`src/rtl/tlb_pkg.sv`:
```
package tlb_pkg;
  typedef struct packed {
    logic dirty;
    logic user;
    logic write;
  } tlb_perm_t;
endpackage

```
`src/rtl/tlb_cam_cmp.sv`:
```
module tlb_cam_cmp #(
  parameter int unsigned ENTRIES = 16,
  parameter int unsigned VPN_W   = 20
) (
  input  logic [ENTRIES-1:0] valid_i,
  input  logic [VPN_W-1:0]   tag_i [ENTRIES],
  input  logic [VPN_W-1:0]   key_i,
  output logic [ENTRIES-1:0] match_o
);
  for (genvar g = 0; g < ENTRIES; g++) begin : g_cmp
    assign match_o[g] = valid_i[g] && (tag_i[g] == key_i);
  end
endmodule

```
`src/rtl/tlb_victim.sv`:
```
module tlb_victim #(
  parameter int unsigned ENTRIES = 16,
  localparam int unsigned IDX_W = (ENTRIES > 1) ? $clog2(ENTRIES) : 1
) (
  input  logic               clk_i,
  input  logic               rst_ni,
  input  logic               fill_i,
  input  logic [ENTRIES-1:0] valid_i,
  input  logic [ENTRIES-1:0] match_i,
  output logic [IDX_W-1:0]   way_o
);
  logic [IDX_W-1:0] rr_q;
  logic [IDX_W-1:0] match_idx, free_idx;
  logic             has_match, has_free;

  always_comb begin
    match_idx = '0;
    free_idx  = '0;
    for (int i = 0; i < ENTRIES; i++) begin
      if (match_i[i]) match_idx = IDX_W'(i);
    end
    // descending scan leaves the lowest free index
    for (int i = ENTRIES - 1; i >= 0; i--) begin
      if (!valid_i[i]) free_idx = IDX_W'(i);
    end
  end

  assign has_match = |match_i;
  assign has_free  = ~&valid_i;

  always_comb begin
    if (has_match)     way_o = match_idx;
    else if (has_free) way_o = free_idx;
    else               way_o = rr_q;
  end

  always_ff @(posedge clk_i or negedge rst_ni) begin
    if (!rst_ni) begin
      rr_q <= '0;
    end else if (fill_i && !has_match && !has_free) begin
      rr_q <= (rr_q == IDX_W'(ENTRIES - 1)) ? '0 : rr_q + 1'b1;
    end
  end
endmodule

```
`src/rtl/tlb_store.sv`:
```
module tlb_store import tlb_pkg::*; #(
  parameter int unsigned ENTRIES = 16,
  parameter int unsigned VPN_W   = 20,
  parameter int unsigned PFN_W   = 20,
  localparam int unsigned IDX_W = (ENTRIES > 1) ? $clog2(ENTRIES) : 1
) (
  input  logic               clk_i,
  input  logic               rst_ni,
  input  logic [ENTRIES-1:0] clr_i,
  input  logic               wr_i,
  input  logic [IDX_W-1:0]   wr_idx_i,
  input  logic [VPN_W-1:0]   wr_vpn_i,
  input  logic [PFN_W-1:0]   wr_pfn_i,
  input  tlb_perm_t          wr_perm_i,
  input  logic               wr_glob_i,
  output logic [ENTRIES-1:0] valid_o,
  output logic [ENTRIES-1:0] glob_o,
  output logic [VPN_W-1:0]   tag_o  [ENTRIES],
  output logic [PFN_W-1:0]   pfn_o  [ENTRIES],
  output tlb_perm_t          perm_o [ENTRIES]
);
  for (genvar g = 0; g < ENTRIES; g++) begin : g_ent
    logic sel;
    assign sel = wr_i && (wr_idx_i == IDX_W'(g));

    // write wins over clear: fill lands after invalidate/flush
    always_ff @(posedge clk_i or negedge rst_ni) begin
      if (!rst_ni) begin
        valid_o[g] <= 1'b0;
        glob_o[g]  <= 1'b0;
      end else if (sel) begin
        valid_o[g] <= 1'b1;
        glob_o[g]  <= wr_glob_i;
      end else if (clr_i[g]) begin
        valid_o[g] <= 1'b0;
      end
    end

    always_ff @(posedge clk_i) begin
      if (sel) begin
        tag_o[g]  <= wr_vpn_i;
        pfn_o[g]  <= wr_pfn_i;
        perm_o[g] <= wr_perm_i;
      end
    end
  end
endmodule

```
`src/rtl/tlb_fa.sv`:
```
module tlb_fa import tlb_pkg::*; #(
  parameter int unsigned ENTRIES = 16,
  parameter int unsigned VPN_W   = 20,
  parameter int unsigned PFN_W   = 20
) (
  input  logic             clk_i,
  input  logic             rst_ni,
  input  logic             lk_valid_i,
  input  logic [VPN_W-1:0] lk_vpn_i,
  output logic             lk_hit_o,
  output logic             lk_miss_o,
  output logic [PFN_W-1:0] lk_pfn_o,
  output logic             lk_write_o,
  output logic             lk_user_o,
  output logic             lk_dirty_o,
  input  logic             fill_valid_i,
  input  logic [VPN_W-1:0] fill_vpn_i,
  input  logic [PFN_W-1:0] fill_pfn_i,
  input  logic             fill_write_i,
  input  logic             fill_user_i,
  input  logic             fill_dirty_i,
  input  logic             fill_global_i,
  input  logic             inv_page_i,
  input  logic [VPN_W-1:0] inv_vpn_i,
  input  logic             flush_ctx_i
);
  localparam int unsigned IDX_W = (ENTRIES > 1) ? $clog2(ENTRIES) : 1;

  logic [ENTRIES-1:0] valid_q, glob_q;
  logic [VPN_W-1:0]   tag_q  [ENTRIES];
  logic [PFN_W-1:0]   pfn_q  [ENTRIES];
  tlb_perm_t          perm_q [ENTRIES];

  logic [ENTRIES-1:0] lk_match, fill_match, inv_match, clr_vec, lk_sel;
  logic [IDX_W-1:0]   fill_way;
  tlb_perm_t          fill_perm, lk_perm;

  tlb_cam_cmp #(.ENTRIES(ENTRIES), .VPN_W(VPN_W)) u_cmp_lk (
    .valid_i(valid_q), .tag_i(tag_q), .key_i(lk_vpn_i), .match_o(lk_match)
  );
  tlb_cam_cmp #(.ENTRIES(ENTRIES), .VPN_W(VPN_W)) u_cmp_fill (
    .valid_i(valid_q), .tag_i(tag_q), .key_i(fill_vpn_i), .match_o(fill_match)
  );
  tlb_cam_cmp #(.ENTRIES(ENTRIES), .VPN_W(VPN_W)) u_cmp_inv (
    .valid_i(valid_q), .tag_i(tag_q), .key_i(inv_vpn_i), .match_o(inv_match)
  );

  assign clr_vec = (inv_page_i  ? inv_match          : '0)
                 | (flush_ctx_i ? (valid_q & ~glob_q) : '0);

  // removals of this cycle already hide the entry from the lookup
  assign lk_sel = lk_valid_i ? (lk_match & ~clr_vec) : '0;

  always_comb begin
    lk_pfn_o = '0;
    lk_perm  = '0;
    for (int i = 0; i < ENTRIES; i++) begin
      if (lk_sel[i]) begin
        lk_pfn_o = lk_pfn_o | pfn_q[i];
        lk_perm  = lk_perm  | perm_q[i];
      end
    end
  end

  assign lk_hit_o   = |lk_sel;
  assign lk_miss_o  = lk_valid_i && !lk_hit_o;
  assign lk_write_o = lk_perm.write;
  assign lk_user_o  = lk_perm.user;
  assign lk_dirty_o = lk_perm.dirty;

  assign fill_perm = '{dirty: fill_dirty_i, user: fill_user_i, write: fill_write_i};

  tlb_victim #(.ENTRIES(ENTRIES)) u_victim (
    .clk_i   (clk_i),
    .rst_ni  (rst_ni),
    .fill_i  (fill_valid_i),
    .valid_i (valid_q),
    .match_i (fill_match),
    .way_o   (fill_way)
  );

  tlb_store #(.ENTRIES(ENTRIES), .VPN_W(VPN_W), .PFN_W(PFN_W)) u_store (
    .clk_i     (clk_i),
    .rst_ni    (rst_ni),
    .clr_i     (clr_vec),
    .wr_i      (fill_valid_i),
    .wr_idx_i  (fill_way),
    .wr_vpn_i  (fill_vpn_i),
    .wr_pfn_i  (fill_pfn_i),
    .wr_perm_i (fill_perm),
    .wr_glob_i (fill_global_i),
    .valid_o   (valid_q),
    .glob_o    (glob_q),
    .tag_o     (tag_q),
    .pfn_o     (pfn_q),
    .perm_o    (perm_q)
  );
endmodule

```
`config.mk`:
```
export PLATFORM = sky130hd
export DESIGN_NAME = tlb_fa
export DESIGN_NICKNAME = d
export VERILOG_FILES = /design/src/rtl/tlb_pkg.sv /design/src/rtl/tlb_cam_cmp.sv /design/src/rtl/tlb_victim.sv /design/src/rtl/tlb_store.sv /design/src/rtl/tlb_fa.sv
export SDC_FILE = /design/constraint.sdc
export NUM_CORES = 1
export LEC_CHECK = 0
export BUFFER_PORTS_ARGS = -buffer_cell sky130_fd_sc_hd__clkbuf_2
export CAP_MARGIN = 20
export CORE_MARGIN = 4
export CORE_UTILIZATION = 63
export DETAILED_ROUTE_END_ITERATION = 8
export PLACE_DENSITY = 0.81
export SLEW_MARGIN = 20
export SYNTH_ARGS = -nofsm -noshare
export SYNTH_HDL_FRONTEND = slang
export SYNTH_SLANG_ARGS = --single-unit
```
`constraint.sdc`:
```
create_clock -name clk_i -period 8.7 [get_ports clk_i]
set_clock_uncertainty 0.15 [all_clocks]
set_input_delay 0.435 -clock clk_i [delete_from_list [all_inputs] [get_ports clk_i]]
set_output_delay 0.435 -clock clk_i [all_outputs]
set_load 0.01 [all_outputs]
```
After elaboration in Yosys (flattened, before gate mapping)
Cells that the tools add are included.

Equality and inequality tests: 64. Add/sub/neg operators: 1. Multiplexer cells: 101. Reduce and logical (&&, ||, !) cells: 89. Bitwise operators: 35.

Operator list (number): 20-bit equality test (48); 20-bit 2-to-1 mux (16); 20-bit OR (15); 4-bit 2-to-1 mux (33); 1-bit logical AND (67); 16-bit 2-to-1 mux (3); 3-bit 2-to-1 mux (16); 3-bit OR (15); 4-bit equality test (second input constant) (9); 1-bit 2-to-1 mux (33); 16-bit bitwise AND (2); 16-bit inverter (2); 2-bit nonzero test (16); 16-bit OR reduction (2); 4-bit by 3-bit equality test with 1-bit output (second input constant) (4); 16-bit OR (1); 16-bit AND reduction (1); 4-bit by 2-bit equality test with 1-bit output (second input constant) (2); 4-bit by 1-bit adder with 4-bit output (second input constant) (1); 4-bit by 1-bit equality test with 1-bit output (second input constant) (1); 4-bit logical NOT (1); 1-bit logical NOT (2).

Input bits: 90. Output and inout bits: 25. Word-level logic and storage cells: 403. Flip-flop bits (word level): 724.

Depth between registers and ports, before layout
Gate-level depths: netlist (run 1).

Depth after elaboration: 38. Mapped depth: 13. Mapped depth without buffers: 10.

By module
A second synthesis (run 1) with hierarchy kept.

Cells, all modules: 2760. Area, all modules: 37395.9 um2.

Modules (own cells, without submodules): tlb_store (area each 21969.8 um2, sequential area each 21460.6 um2, instances 1, cells each 801); tlb_cam_cmp (area each 3836.2 um2, sequential area each 0.0 um2, instances 3, cells each 472); tlb_fa (area each 3326.9 um2, sequential area each 0.0 um2, instances 1, cells each 465); tlb_victim (area each 590.6 um2, sequential area each 100.1 um2, instances 1, cells each 78).

Worst setup path after synthesis (run 1)
No wires, ideal clock.

Path kind: input-to-reg. From: input port fill_vpn_i[14]. To: register u_store.glob_o[6]. Arrival: 7.457 ns. Library setup time: 0.086 ns. Buffers on the path: 2. Slack: 1.008 ns. Required time: 8.464 ns. Stages: 12. Cell sequence: buf_2 > buf_2 > xnor2_1 > nand4_1 > or4_1 > or2_2 > nand4_1 > nor4_1 > nor3b_2 > nor3_1 > nor4_1 > mux2_2.

Word-level cells in the longest chain between the ends: 20.

Ends and longest elaborated chain: start: declaration (RTL line tlb_fa.sv:17) `input logic [VPN_W-1:0] fill_vpn_i,`; 20-bit equality test (RTL line tlb_cam_cmp.sv:11) `assign match_o[g] = valid_i[g] && (tag_i[g] == key_i);`; 1-bit logical AND (RTL line tlb_cam_cmp.sv:11); 1-bit 2-to-1 mux (RTL line tlb_victim.sv:20) `if (match_i[i]) match_idx = IDX_W'(i);`; 4-bit 2-to-1 mux (14 in a row) (RTL line tlb_victim.sv:20); 4-bit 2-to-1 mux (*) (RTL line tlb_victim.sv:32) `if (has_match) way_o = match_idx;`; 4-bit by 3-bit equality test with 1-bit output (*) (RTL line tlb_store.sv:24) `assign sel = wr_i && (wr_idx_i == IDX_W'(g));`; 1-bit logical AND (*) (RTL line tlb_store.sv:24); via u_store.g_ent[6].sel (RTL line tlb_store.sv:23) `logic sel;`; end signal: indexed assignment (RTL line tlb_store.sv:33) `glob_o[g] <= wr_glob_i;`; end: declaration (RTL line tlb_store.sv:17) `output logic [ENTRIES-1:0] glob_o,`.

Mark *: on every way through the listed nets, which the timed path passes. The rest lies on a longest branch. A chain may end at the register's enable or synchronous reset.

Final worst setup path (run 1)
From: input port fill_vpn_i[7]. To: register u_store.glob_o[7].

Word-level cells in the longest chain between the ends: 20.

Ends and longest elaborated chain (RTL line): 20-bit equality test (tlb_cam_cmp.sv:11); 1-bit logical AND (tlb_cam_cmp.sv:11); 1-bit 2-to-1 mux (tlb_victim.sv:20); 4-bit 2-to-1 mux (14 in a row) (tlb_victim.sv:20); 4-bit 2-to-1 mux (*) (tlb_victim.sv:32); 4-bit by 3-bit equality test with 1-bit output (*) (tlb_store.sv:24); 1-bit logical AND (*) (tlb_store.sv:24); via u_store.g_ent[7].sel (tlb_store.sv:23).

Marks and branches as above.

==> results.md, run 1 <==
Worst setup path:
- In this design, the critical path's most frequently occurring cell is sky130_fd_sc_hd__buf_4.
- For the worst flop-to-flop path, the logic depth is 11.
- The signal on the critical path passes through dlygate4sd3_1 > clkbuf_2 > buf_4 > xor2_1 > or4b_1 > nor4_2 > o211ai_1 > a311oi_1 > o221ai_1 > nor3b_2 > or3_4 > nor4_4 > buf_4 > mux2_1.
- The worst setup path startpoint is fill_vpn_i[7].
- The signal arrival time at the worst endpoint is around 5300 ps.
- The worst register-to-register path begins at u_store.tag_o[287].
- The register-to-register setup slack is 4080 ps.
- The critical path is of the input pin to register type.
- STA classifies the critical path startpoint as an input pin.
- The highest fanout seen on the critical path is 44.
- STA classifies the critical path endpoint as a register.
- In this run the critical register-to-register path is captured at u_store.glob_o[7].
- For this design, the slowest cell found on the critical path is sky130_fd_sc_hd__buf_4.
- The data required time at the worst endpoint is 9050 ps.
- On the worst path, the slowest cell contributes a delay of approximately 660 ps.

Drt:
- The sum of routed wire length over all layers is 131 mm.
- The initial detailed-routing violation count is approximately 4000.
- The average wire length per cell after detail routing is roughly 36 µm.
- The number of optimization iterations in the first detailed-route pass is 6.
- In the routed design, unresolved DRC markers number 0.
- The via total after detailed routing is 26300.
- The detail-routed via count per cell is ~7.2.
- In this run the remaining antenna-violating nets after routing total 0.

Timing:
- Setup repair after global routing left no endpoint under its margin.
- The number of max-slew violations in the final report is 0.
- The worst-case setup margin in the final layout is 3710 ps.
- The slew at the pin closest to its max-slew limit is approximately 1300 ps.
- The time the final worst path needs with I/O delays and setup is roughly 5000 ps.
- The total count of hold-check failures in the final report was 0.
- Measured against its own limit, the worst slew margin works out to ~16%.
- Summed over all failing endpoints, the final setup total negative slack is 0 ps.
- The highest achievable clock rate is 200 MHz.
- The final-report setup violation count is 0.
- The fraction of the cycle the final worst path needs is about 57%.

Cells and area:
- The share of post-route cells with drive strength above 1 is roughly an eighth.
- The layout overhead on the synthesized area is 11.0%.
- The sequential cells in the finished layout cover a total of around 0.022 mm².
- The filler cells instantiated in the layout total 3872.
- The finished layout holds roughly 3600 standard cells, fillers aside.
- The library cell used most frequently in the layout, excluding fill and tap cells, is sky130_fd_sc_hd__edfxtp_1.
- The top cell types in the final layout, fill and taps aside, are sky130_fd_sc_hd__edfxtp_1, sky130_fd_sc_hd__xor2_1, sky130_fd_sc_hd__xnor2_1.
- The multi-input gate area in the final layout is 0.0144 mm².
- At the end of the flow, the number of nets in the layout was 2908.

Outcome:
- The flow ran to the end, and the final reports show no timing, DRC or antenna violations.

Yosys:
- The number of synthesis warnings is 0.
- The number of cells produced by synthesis is about 2700.
- The most used flip-flop cell after synthesis is sky130_fd_sc_hd__edfxtp_1.
- The synthesized design contains approximately 700 enable-type register cells.
- Summing every instance area after synthesis gives ~0.037 mm².
- The average instance in the mapped netlist occupies 13.5 µm².
- The share of the yosys chip area belonging to registers is about three fifths.
- The total nets after synthesis is 2802.
- The fraction of synthesis flops using an asynchronous set or reset pin is under 10%.
- The cell type with the highest aggregate area in the netlist is sky130_fd_sc_hd__edfxtp_1.
- The flip-flop and latch count after synthesis is ~720.
- The top cell type by area accounts for a little under three fifths of the synthesized area.
- Synthesis instantiated 60 different standard cells from the library.
- In the post-synthesis netlist, the biggest area contributors are sky130_fd_sc_hd__edfxtp_1, sky130_fd_sc_hd__xor2_1, sky130_fd_sc_hd__xnor2_1, sky130_fd_sc_hd__nor4_1, sky130_fd_sc_hd__nand4_1.

Clocking:
- Clock-pin slew was measured on the worst setup and hold paths at 60 ps.
- The clock passes through at most 3 buffers.
- The H-tree was split into 3 levels.
- The number of sinks handled by clock tree synthesis is approximately 720.
- The clock tree from TritonCTS is yes.
- Buffers inserted during clock tree synthesis total 76.
- In this run the clock root is driven by a sky130_fd_sc_hd__clkbuf_16.
- The later pin in the worst-skew pair is clocked with a latency of 630 ps.
- Buffers added to address setup during post-CTS repair amount to 0.

Power and ir drop:
- VDD sags by at most roughly 290 µV.
- The total power divided by cell area is ~210 mW/mm².
- For this design the static power due to leakage is roughly 14 nW.
- After layout, the design draws a total of between 0.008 and 0.009 W.

Die:
- The height of the chip is roughly 250 µm.
- The floorplan has about 90 rows.
- The total die area is around 0.062 mm².
- For this configuration, the core starts out at a cell density of 63.5%.
- The floorplan core area is around 0.058 mm².
- The x dimension of the die is 249 µm.
- The I/O pin total is approximately 120.

GRT:
- The total track usage is between 40% and 50%.
- The number of global-route vias before repair is ~26000.
- The first global-routing pass estimated roughly 190 mm of wire.
- The initial antenna violation count was 3.
- Entering global routing, the biggest net connects between 40 and 50 pins.
- The leftover overflow at the end of global routing is 0.

Placement:
- The placement-stage worst setup slack is just under 3000 ps.
- The congestion estimate from routability-driven global placement came to approximately 1.
- In this run the tool buffered the top-level ports with around 110 buffer cells.
- Once placement completed, the tool counted placed cells totaling ~3500.
- Detailed placement ended at an HPWL of between 70 and 80 mm.

Worst hold path:
- The number of cells on the worst hold path is 1.
- The endpoint of the worst hold path is u_store.pfn_o[273].
- The min-delay analysis places its worst path in the category input pin to register.
- The source of the worst hold timing path is fill_pfn_i[13].

Flow run:
- Across the run, the number of max-cap violations was 0.
synthesized netlist by cell type (18+ instances only):
cell type	count
sky130_fd_sc_hd__nand4_1	153
sky130_fd_sc_hd__nor4_1	174
sky130_fd_sc_hd__a22o_1	92
sky130_fd_sc_hd__nand2_1	39
sky130_fd_sc_hd__xnor2_1	274
sky130_fd_sc_hd__nand3_1	80
sky130_fd_sc_hd__buf_2	36
sky130_fd_sc_hd__clkbuf_1	100
sky130_fd_sc_hd__buf_1	18
sky130_fd_sc_hd__edfxtp_1	688
sky130_fd_sc_hd__a221oi_1	92
sky130_fd_sc_hd__nor3_1	56
sky130_fd_sc_hd__xor2_1	687
sky130_fd_sc_hd__dfrtp_1	36
per-stage QoR:
step	cell area [µm²]	utilization (%)	hold slack (ps)
after floorplan	36600	-	-10.6
after global placement	38100	66.1	324
after detailed placement	38100	66.1	336
after CTS	40600	70.5	20.5
after global routing	40600	70.5	64.3
final	40600	70.5	39.8
what timing repair did:
item                      CTS  global route
resized for setup           0             0
hold endpoints to repair   38             0
hold buffers                2             0
logic make-up (layout without fill, tap and decap cells):
family	count (synthesis)	after routing	synth area share, %
AO/OA/AOI/OAI	232	232	5.45
flip-flops	724	724	59.0
XOR/XNOR	961	961	23.0
adder cells (fa/ha/maj)	1	1	0.0342
AND/OR/NAND/NOR	600	600	9.96
buffers and inverters	175	341	2.03
multiplexers	18	18	0.554
other	0	2	0
flip-flops by register name, summed over array words and instances, names as in the netlist:
name	count
u_store.perm_o	48
u_store.tag_o	320
u_store.valid_o	16
u_store.glob_o	16
u_store.pfn_o	320
u_victim.rr_q	4
layout make-up:
cell class,count,area share (%)
timing repair buffer,190,2.84
inverter,13,0.120
tap,765,2.36
antenna,2,0.0123
multi-input combinational,1812,35.4
clock inverter,40,1.13
sequential,724,53.1
clock buffer,98,5.01
metal layers:
layer	part of all wire (%)	GRT usage, %
met5	0	0
met4	7.7	25.5
met3	14	11.3
met2	43	62.4
met1	35	54.3
how the worst max path moves through the flow:
stage | cells past startpoint | slack (ps) | to
after global routing | 14 | 3560 | u_store.glob_o[7]
after detailed placement | 12 | 2900 | u_store.pfn_o[94]
final | 14 | 3710 | u_store.glob_o[7]
after CTS | 13 | 3330 | u_store.pfn_o[90]
after floorplan | 12 | 1010 | u_store.glob_o[6]
after global placement | 12 | 3020 | u_store.pfn_o[87]
critical path: cells and delay by family:
kind,cells,cell delay (ps)
compound gates,3,650
simple gates,5,1930
mux,1,390
buf+inv,4,1720
xor+xnor,1,170
where the power goes:
part | switching, W | internal [W]
combinational | 0.000710 | 0.000288
sequential | 0.000143 | 0.00404
clock | 0.00140 | 0.00188
Note: power is estimated with default switching activity, not from simulation.
==> run 2: changes to the inputs <==
--- a/config.mk
+++ b/config.mk
@@ -8,9 +8,9 @@
 export BUFFER_PORTS_ARGS = -buffer_cell sky130_fd_sc_hd__clkbuf_2
 export CAP_MARGIN = 20
 export CORE_MARGIN = 4
-export CORE_UTILIZATION = 63
+export CORE_UTILIZATION = 57
 export DETAILED_ROUTE_END_ITERATION = 8
-export PLACE_DENSITY = 0.81
+export PLACE_DENSITY = 0.77
 export SLEW_MARGIN = 20
 export SYNTH_ARGS = -nofsm -noshare
 export SYNTH_HDL_FRONTEND = slang
==> constraint.sdc (replaced) <==
create_clock -name clk_i -period 4.1 [get_ports clk_i]
set_clock_uncertainty 0.15 [all_clocks]
set_input_delay 0.205 -clock clk_i [delete_from_list [all_inputs] [get_ports clk_i]]
set_output_delay 0.205 -clock clk_i [all_outputs]
set_load 0.01 [all_outputs]
==> run 2 against run 1 <==
Compared with the run above:
- worst hold slack better by 47 ps
- worst setup slack worse by 3700 ps
- sequential power grew 110%
- sequential share of layout area down 4.6 points
- total power rose by 120%
- design area increased by 9.4%
- combinational power grew to 2.7 times the previous value
- highest routed layer is now met5
==> results.md, run 2 (synthesis gave the netlist of run 1 again) <==
Worst setup path:
- The highest fanout seen on the critical path is 6 (was 44).
- The signal arrival time at the worst endpoint was 4460 ps (was 5340 ps).
- The largest stage delay on the critical path came to 510 ps (was 660 ps).
- The data required time at the worst endpoint is 4470 ps (was 9050 ps).
- The kind of cell with the highest combined delay on the critical path is simple AND/OR/NAND/NOR gates (unchanged).
- The logic depth of the worst register-to-register path is 14 (was 11).
- The logic depth of the worst path, buffers included is 14 (unchanged).
- The cell with the largest stage delay on the worst path is sky130_fd_sc_hd__nor4b_1 (was sky130_fd_sc_hd__buf_4).
- The most numerous cell on the critical path is sky130_fd_sc_hd__buf_4 (unchanged).
- The critical path launch point type was a register (was input pin).
- The kind of capture point of the worst setup path is a register (unchanged).
- The number of buffer and inverter instances along the worst setup path is 4 (unchanged).
- The critical path start-end classification is register to register (was input pin to register).
- Series of cell instances along the critical path: xnor2_2 > nand2_1 > nor4b_1 > buf_4 > nand2_1 > a311oi_1 > buf_4 > o221ai_1 > nor3b_2 > or3_4 > buf_4 > nand3b_1 > buf_4 > mux2_1 (was dlygate4sd3_1 > clkbuf_2 > buf_4 > xor2_1 > or4b_1 > nor4_2 > o211ai_1 > a311oi_1 > o221ai_1 > nor3b_2 > or3_4 > nor4_4 > buf_4 > mux2_1).

GRT:
- The initial antenna violation count is 1 (was 3).
- The met3 global-route usage was 10.9% (was 11.3%).
- The routing usage on met2 is 62.8% (was 62.4%).
- The fraction of met1 tracks used by global routing came to 55.7% (was 54.3%).
- The number of global-route vias before repair came to 27500 (was 26000).
- The leftover overflow at the end of global routing came to 0 (unchanged).
- The wire length of the first global-routing pass was 202 mm (was 186 mm).
- The total track usage is 42.0% (was 41.5%).
- The pin count of the biggest net entering global routing came to 37 (was 46).
- The most congested layer reported by global routing is met2 (unchanged).

Clocking:
- The count of H-tree levels built during CTS is 3 (unchanged).
- The root buffer cell is sky130_fd_sc_hd__clkbuf_16 (unchanged).
- The CTS buffer count is 78 (was 76).
- The buffer levels on the longest clock path came to 3 (unchanged).
- The number of sinks handled by clock tree synthesis is 724 (unchanged).
- The clock tree from TritonCTS is yes (unchanged).
- The clock transition at the registers of the reported paths is 60 ps (about the same).
- The source-to-sink clock delay at the later pin of the worst-skew pair is 670 ps (was 630 ps).

Die:
- The floorplan core area came to 0.0633 mm² (was 0.0576 mm²).
- The number of rows in the core area is 92 (was 88).
- The total die area is 0.0683 mm² (was 0.0620 mm²).
- The height of the chip is 261 µm (was 249 µm).
- The starting density of the core is 57.8% (was 63.5%).
- The x dimension of the die came to 261 µm (was 249 µm).
- The I/O pin total is 115 (unchanged).

Cells and area:
- Top flop regs: u_store.pfn_o (320), u_store.tag_o (320), u_store.perm_o (48) (unchanged).
- The number of nets in the layout came to 3185 (was 2908).
- The most common cell after layout, fill and taps aside was sky130_fd_sc_hd__edfxtp_1 (unchanged).
- The share of post-route cells with drive strength above 1 is 19.5% (was 12.5%).
- The layout overhead on the synthesized area is 21.5% (was 11.0%).
- The number of inserted diodes is 0 (was 2).
- The filler cell count in the final layout is 4222 (was 3872).
- Most used cells in the layout excluding fill and tap cells: sky130_fd_sc_hd__edfxtp_1, sky130_fd_sc_hd__xor2_1, sky130_fd_sc_hd__xnor2_1 (unchanged).
- The final cell utilization of the core is 70.2% (was 70.5%).
- The count of non-filler cells in the finished layout is 4004 (was 3644).

Timing:
- The smallest clock period supported by the final layout is computed as 4090 ps.
- The worst slew slack as a fraction of its limit is 22.7% (was 16.0%).
- The slew at the pin closest to its max-slew limit is 1160 ps (was 1260 ps).
- The final-layout worst hold slack is 87.2 ps (was 39.8 ps).
- The fraction of the cycle the final worst path needs is between 90 and 100%.
- The highest achievable clock rate is between 200 and 250 MHz.
- The final-report setup violation count was 0 (unchanged).
- The number of max-slew violations in the final report was 0 (unchanged).
- The total count of hold-check failures in the final report came to 0 (unchanged).

Power and ir drop:
- The total leakage power came to 15.6 nW (was 13.7 nW).
- The total power divided by cell area is 427 mW/mm² (was 208 mW/mm²).
- The peak supply drop is 433 µV (was 285 µV).

Worst hold path:
- The class of the worst hold path was input pin to async pin (was input pin to register).

Drt:
- The final routed DRC violation total is 0 (unchanged).
- The residual antenna-violating net count after detailed routing is 0 (unchanged).
- The detail-routed via count per cell came to 6.93 (was 7.21).
- The number of optimization iterations in the first detailed-route pass is 9 (was 6).
- The initial detailed-routing violation count is 4175 (was 4031).
- The sum of routed wire length over all layers came to 145 mm (was 131 mm).
- The via total after detailed routing came to 27700 (was 26300).
- The average wire length per cell after detail routing is 36.2 µm (was 36.1 µm).

Flow run:
- The count of max-cap constraint violations is 0 (unchanged).

Placement:
- The HPWL after detailed placement is 95.4 mm (was 76.4 mm).
- The last weighted congestion value of the routability-driven placer is 1.05 (was 1.00).
- The cell count after placement was 3812 (was 3501).
- The count of input and output buffers is 114 (unchanged).

Outcome:
- Result of the run: finished, final reports clean (unchanged).
-- run 2: cell count changes in the layout (fill, tap and decap cells not counted), sizes merged --
cell / previous run / this run
inv: 17 / 14
dlygate4sd3: 2 / 43
bufinv: 7 / 9
clkinvlp: 1 / 2
buf: 76 / 308
clkbuf: 210 / 214
clkinv: 28 / 32
diode: 2 / 0
-- run 2: path summary, 6_finish.rpt --
kind	startpoint	endpoint	slack, ps
worst max register to register	u_store.tag_o[203]	u_store.glob_o[14]	10
worst min-delay path	rst_ni	u_store.glob_o[9]	90
max in group asynchronous	rst_ni	u_store.glob_o[10]	3220
worst min register to register	u_store.glob_o[11]	u_store.glob_o[11]	350
worst max-delay path	u_store.tag_o[203]	u_store.glob_o[14]	10
min in group clk_i	fill_vpn_i[19]	u_store.tag_o[279]	90
-- run 2: worst register-to-register path, cell delays in order, from the launching register on --
cell and delay, ps:
sky130_fd_sc_hd__edfxtp_1 500, sky130_fd_sc_hd__xnor2_2 310, sky130_fd_sc_hd__nand2_1 90, sky130_fd_sc_hd__nor4b_1 510, sky130_fd_sc_hd__buf_4 220, sky130_fd_sc_hd__nand2_1 70
sky130_fd_sc_hd__a311oi_1 310, sky130_fd_sc_hd__buf_4 160, sky130_fd_sc_hd__o221ai_1 100, sky130_fd_sc_hd__nor3b_2 190, sky130_fd_sc_hd__or3_4 420, sky130_fd_sc_hd__buf_4 180
sky130_fd_sc_hd__nand3b_1 210, sky130_fd_sc_hd__buf_4 200, sky130_fd_sc_hd__mux2_1 310
-- run 2: repair_timing --
action                     4_1_cts  5_1_grt
pin swaps                        0        5
buffers inserted                 0        4
hold buffers                    44        0
hold endpoints to repair       546        0
gates resized for setup          2       12
setup endpoints to repair       23      302
-- run 2: per-stage QoR --
| step | setup TNS [ps] | area [µm²] | power [W] | setup slack, ps |
|---|---|---|---|---|
| final | 0 | 44400 | 0.0190 | 11.0 |
| after global routing | -4.52 | 44400 | 0.0195 | -2.01 |
| after CTS | 0 | 44300 | 0.0189 | 9.97 |
| after detailed placement | -27200 | 41200 | 0.0116 | -160 |
| after global placement | -42120 | 41100 | 0.0115 | -196 |
| after floorplan | -58000 | 36700 | 0.0102 | -456 |
-- run 2: layer usage --
| layer | share of wire (%) | wire [µm] |
|---|---|---|
| met1 | 36 | 52200 |
| met2 | 43 | 62800 |
| met3 | 13 | 19100 |
| met4 | 7.5 | 10800 |
| met5 | 0.0090 | 13 |
-- run 2: cell type report --
type                            count  area (µm²)  share of cell area [%]
Multi-Input combinational cell   1812       14500                    32.7
Inverter                           13        48.8                   0.110
Clock buffer                      100        2110                    4.76
Tap cell                          846        1060                    2.38
Clock inverter                     44         591                    1.33
Sequential cell                   724       21600                    48.5
Timing Repair Buffer              465        4530                    10.2
-- run 2: report_power, final --
| part | switching [W] | leakage [nW] | internal (W) |
|---|---|---|---|
| registers | 0.000318 | 6.70 | 0.00856 |
| logic | 0.00171 | 7.54 | 0.00102 |
| clock network | 0.00312 | 1.31 | 0.00427 |
| total | 0.00515 | 15.6 | 0.0138 |
